## config.mk

```make
export PLATFORM = sky130hd
export DESIGN_NAME = cable_port_ctrl
export DESIGN_NICKNAME = d
export VERILOG_FILES = /design/src/rtl/cpc_pkg.sv /design/src/rtl/cpc_rst_sync.sv /design/src/rtl/cpc_port_fsm.sv /design/src/rtl/cpc_conn_watch.sv /design/src/rtl/cpc_port_out.sv /design/src/rtl/cable_port_ctrl.sv
export SDC_FILE = /design/constraint.sdc
export NUM_CORES = 1
export LEC_CHECK = 0
export BUFFER_PORTS_ARGS = -buffer_cell sky130_fd_sc_hd__buf_2
export CORE_AREA = 3 3 40 42
export CTS_BUF_LIST = sky130_fd_sc_hd__clkbuf_4 sky130_fd_sc_hd__clkbuf_8
export DETAILED_ROUTE_END_ITERATION = 16
export DIE_AREA = 0 0 43 45
export MAX_ROUTING_LAYER = met4
export PLACE_DENSITY = 0.81
export SLEW_MARGIN = 20
export SYNTH_ARGS = -nofsm -noshare
export SYNTH_HDL_FRONTEND = slang
export SYNTH_SLANG_ARGS = --single-unit
```

## constraint.sdc

```tcl
create_clock -name clk -period 1.73 [get_ports clk]
set_clock_uncertainty 0.1 [all_clocks]
set_input_delay 0.173 -clock clk [delete_from_list [all_inputs] [get_ports clk]]
set_output_delay 0.173 -clock clk [all_outputs]
set_load 0.02 [all_outputs]
```

## src/rtl/cpc_pkg.sv

```systemverilog
package cpc_pkg;

    typedef enum logic [1:0] {
        PS_OFF   = 2'd0,
        PS_RUN   = 2'd1,
        PS_SLEEP = 2'd2
    } port_state_e;

    typedef struct packed {
        port_state_e st;
        logic        bias_q;
    } fsm_regs_t;

    typedef struct packed {
        logic seen;
        logic level;
        logic chg;
    } watch_regs_t;

endpackage

```

## src/rtl/cpc_rst_sync.sv

```systemverilog
module cpc_rst_sync #(
    parameter int STAGES = 2
) (
    input  logic clk,
    input  logic rst_n,
    output logic rst_sync_n
);
    logic [STAGES-1:0] sh_d, sh_q;

    always_comb begin
        sh_d = (sh_q << 1) | STAGES'(1);
    end

    always_ff @(posedge clk or negedge rst_n) begin
        if (!rst_n) sh_q <= '0;
        else        sh_q <= sh_d;
    end

    assign rst_sync_n = sh_q[STAGES-1];
endmodule

```

## src/rtl/cpc_port_fsm.sv

```systemverilog
module cpc_port_fsm
    import cpc_pkg::*;
(
    input  logic        clk,
    input  logic        arst_n,
    input  logic        pd,
    input  logic        link_dis,
    input  logic        susp_req,
    input  logic        resume_req,
    input  logic        bias_det,
    output port_state_e state
);
    fsm_regs_t r_d, r_q;
    logic      bias_rise;

    always_comb begin
        r_d       = r_q;
        bias_rise = bias_det && !r_q.bias_q;
        r_d.bias_q = bias_det;
        if (pd || link_dis) begin
            r_d.st = PS_OFF;
        end else begin
            case (r_q.st)
                PS_OFF:   r_d.st = PS_RUN;
                PS_RUN:   if (susp_req) r_d.st = PS_SLEEP;
                PS_SLEEP: if (resume_req || bias_rise) r_d.st = PS_RUN;
                default:  r_d.st = PS_OFF;
            endcase
        end
    end

    always_ff @(posedge clk or negedge arst_n) begin
        if (!arst_n) begin
            r_q.st     <= PS_OFF;
            r_q.bias_q <= 1'b0;
        end else begin
            r_q <= r_d;
        end
    end

    assign state = r_q.st;
endmodule

```

## src/rtl/cpc_conn_watch.sv

```systemverilog
module cpc_conn_watch
    import cpc_pkg::*;
(
    input  logic clk,
    input  logic arst_n,
    input  logic conn,
    output logic chg
);
    watch_regs_t w_d, w_q;

    always_comb begin
        w_d       = w_q;
        w_d.seen  = 1'b1;
        w_d.level = conn;
        w_d.chg   = w_q.seen && (conn != w_q.level);
    end

    always_ff @(posedge clk or negedge arst_n) begin
        if (!arst_n) w_q <= '0;
        else         w_q <= w_d;
    end

    assign chg = w_q.chg;
endmodule

```

## src/rtl/cpc_port_out.sv

```systemverilog
module cpc_port_out
    import cpc_pkg::*;
(
    input  port_state_e state,
    input  logic        pd,
    input  logic        conn,
    input  logic        arb_dis,
    input  logic        link_dis,
    output logic        tx_en,
    output logic        rx_en,
    output logic        bias_en,
    output logic        susp
);
    logic line_ok;

    always_comb begin
        line_ok = (state == PS_RUN) && !pd && conn && !arb_dis;
        tx_en   = line_ok;
        rx_en   = line_ok;
        bias_en = (state != PS_OFF) && !pd && !link_dis;
        susp    = (state == PS_SLEEP);
    end
endmodule

```

## src/rtl/cable_port_ctrl.sv

```systemverilog
module cable_port_ctrl
    import cpc_pkg::*;
#(
    parameter int NPORTS      = 2,
    parameter int SYNC_STAGES = 2
) (
    input  logic              clk,
    input  logic              rst_n,
    input  logic              pd,
    input  logic [NPORTS-1:0] cable_conn,
    input  logic [NPORTS-1:0] bias_det,
    input  logic [NPORTS-1:0] arb_dis,
    input  logic [NPORTS-1:0] link_dis,
    input  logic [NPORTS-1:0] susp_req,
    input  logic [NPORTS-1:0] resume_req,
    output logic [NPORTS-1:0] tx_en,
    output logic [NPORTS-1:0] rx_en,
    output logic [NPORTS-1:0] bias_en,
    output logic [NPORTS-1:0] cna,
    output logic [NPORTS-1:0] conn_chg,
    output logic [NPORTS-1:0] suspended
);
    logic rst_sync_n;

    cpc_rst_sync #(.STAGES(SYNC_STAGES)) u_rst (
        .clk        (clk),
        .rst_n      (rst_n),
        .rst_sync_n (rst_sync_n)
    );

    // cable-not-active follows the detector directly
    assign cna = ~bias_det;

    for (genvar i = 0; i < NPORTS; i++) begin : g_port
        port_state_e st;

        cpc_port_fsm u_fsm (
            .clk        (clk),
            .arst_n     (rst_sync_n),
            .pd         (pd),
            .link_dis   (link_dis[i]),
            .susp_req   (susp_req[i]),
            .resume_req (resume_req[i]),
            .bias_det   (bias_det[i]),
            .state      (st)
        );

        cpc_conn_watch u_watch (
            .clk    (clk),
            .arst_n (rst_sync_n),
            .conn   (cable_conn[i]),
            .chg    (conn_chg[i])
        );

        cpc_port_out u_out (
            .state    (st),
            .pd       (pd),
            .conn     (cable_conn[i]),
            .arb_dis  (arb_dis[i]),
            .link_dis (link_dis[i]),
            .tx_en    (tx_en[i]),
            .rx_en    (rx_en[i]),
            .bias_en  (bias_en[i]),
            .susp     (suspended[i])
        );
    end
endmodule

```

==> flow_summary.ini <==
[status]
status = finished, final reports clean

[clock_network]
clk_pin_slew_worst_paths_ps = 70
clkSinkCount = 13
cts_buffers = 3
clk_latency_ps = 270
cts.path.max_buffers = 2
cts_root_buffer = clkbuf_4
cts_resized = 0
htree_levels = 1
cts_tree = yes

[pwr]
ir_drop_uv = 637
power.density_nw_per_um2 = 772
p_clk_share_pct = 32.0
switching_share_pct = 23.2
power_frac_comb_pct = 13.0
p_leak_nw = 0.411
p_seq_share_pct = 55.0
p_int_w = 0.000464
power_switching_w = 0.000140

[floorplan]
rows = 13
core_area_um2 = 1280
die_h_um = 45
dieArea_um2 = 1940
initial_core_util_pct = 48.6
io_pins = 27
die_width_um = 43

[synth]
synth-seq-cells = 13
synth_cells = 58
ys_types = 21
yosys-top-cells-area = dfrtp_1 (52%), buf_4 (12%), o21a_1 (4.8%)
avgSynthCellArea_um2 = 10.8
ys_warn_count = 0
synth.yosys.seq_area_share_pct = 52.1
syn-cell-area_um2 = 624
yosysTopAreaCell = dfrtp_1
synth_top_area_share_pct = 52.1

[sta]
hold_viol_final = 0
setup_viol = 0
fmaxAchievable_mhz = 654
drv_slew = 0
rsz0062_at_grt = no
fin_crit_sh_pct = 88.4
finalCriticalPeriod_ps = 1530
fin_ws_ps = 200
fin_tns_setup_ps = 0

[worst_hold_path]
hold_class = in2reg
whs_path_depth = 3
hold_end = g_port[1].u_fsm.state[1]$_DFFE_PN0P_
hp-start = susp_req[1]

[worst_setup_path]
path_max_fanout = 3
cp.buffers_inverters = 3
timing.rr.start = g_port[1].u_fsm.state[0]$_DFFE_PN0P_
path_delay_family = buffers and inverters
required_ps = 1460
crit_chain = dlygate4sd3_1 > buf_2 > nand4bb_1 > nor2_1 > buf_2
r2r_slack_ps = 740
criticalPathCategory = in2out
crit_start = cable_conn[1]
setup.worst_path.end_class = output pin
crit_arrival_ps = 1260
cp_common_cell = buf_2
cpMaxStageDelayCell = dlygate4sd3_1
cp_slowest_stage_delay_ps = 520
cp-start-kind = input port
reg2reg_to = g_port[1].u_fsm.state[1]$_DFFE_PN0P_
worst-r2r-cell-count = 3

[grt]
grt_start_max_net_pins = 12
antenna_found_initial = 0
grt_usage_pct = 13.9
grt_first_pass_wirelength_mm = 1.89
overflow = 0
grt_pass1_vias = 480

[place]
hpwlAfterDp_um = 853
io_buffers = 26
pre_cts_ws_ps = 498
gp_congestion = 0.751

[cells_and_area]
n_antenna_cell = 0
seqCellArea_um2 = 325
multiInputGateArea_um2 = 213
nNetsFinal = 100
drive_gt1_share_pct = 39.3
final_cell_mix = buf_2 (26), dfrtp_1 (13), dlygate4sd3_1 (5)
syn2layout_area_growth_pct = 25.3
nFillCells = 105
final_common_cell = buf_2

[detailed_routing]
ant_nets = 0
drtIter0Drc = 10
routedWlPerCell_um = 11.2
routed_wl_mm = 1.11
firstDrtPassIters = 4
vias = 468
drc = 0
viasPerCell = 4.73

[flow_run]
maxCapViolCount = 0
==> worst min-delay path, stage by stage <==
cell	delay, ps
buf_2	110
nand3_1	60
o21ai_1	50
==> registers in the layout, indices dropped and copies added (netlist names) <==
register,cells
g_port.u_watch.chg,2
g_port.u_watch.w_q,3
g_port.u_fsm.state,4
u_rst.sh_q,2
g_port.u_fsm.r_q,2
==> area by class of cell <==
type / instances / area share, %
inverters: 4 / 1.92
clock buffers: 4 / 3.84
flip-flops and latches: 13 / 41.6
well taps: 15 / 2.40
multi-input cells: 32 / 27.2
repair buffers: 31 / 23.0
==> timing repair <==
| action | in CTS | in global routing |
|---|---|---|
| buffers inserted | 0 | 0 |
| hold buffers | 5 | 0 |
| endpoints found under the hold margin | 6 | 0 |
| endpoints found under the setup margin | 0 | 0 |
==> cell usage after synthesis (all sizes together) <==
library cell  number
nand2b             2
xor2               2
o21a               4
o21ai              2
nand4              2
nor2b              1
nand4bb            2
dfrtp             13
nand3              2
conb               1
inv                4
nor3b              2
and2b              1
nor3               2
nor2               4
a31oi              2
and2               2
buf               10
==> power by group through the flow <==
stage          Combinational (W)  Clock, W  Sequential, W
6_report               0.0000786  0.000193       0.000332
5_1_grt                0.0000860  0.000222       0.000336
4_1_cts                0.0000790  0.000204       0.000333
3_5_place_dp           0.0000701         0       0.000339
3_3_place_gp           0.0000685         0       0.000338
2_1_floorplan          0.0000466         0       0.000335
==> per-layer routing <==
metal,GRT usage [%],part of all wire (%)
met2,24.6,58
met1,13.5,37
met4,3.61,0.72
met5,-,0
met3,7.17,4.7
==> metrics by stage <==
stage	util (%)	instances	total power, W	area [um2]	hold WS (ps)
floorplan	-	59	0.000382	628	-223
global placement	54.6	90	0.000407	702	-141
detailed placement	54.6	90	0.000409	702	-140
CTS	60.9	99	0.000616	782	52.1
global route	60.9	99	0.000644	782	56.0
finish	60.9	99	0.000604	782	59.4
==> kinds of logic (layout without fill, tap and decap cells) <==
kind of cell	Yosys count	after routing	synth area share, %
xor gates and xnor gates	2	2	2.81
and+or+nand+nor	20	20	21.0
DFF	13	13	52.1
AOI/OAI and AO/OA	8	8	9.02
other	1	2	0.601
buffers and inverters	14	39	14.4
==> worst max-delay path by stage <==
stage	depth (start not counted)	end
floorplan	3	rx_en[0]
global placement	3	rx_en[0]
detailed placement	3	rx_en[1]
CTS	3	rx_en[1]
global route	3	rx_en[0]
finish	5	rx_en[1]
Note: power is estimated with default switching activity, not from simulation.
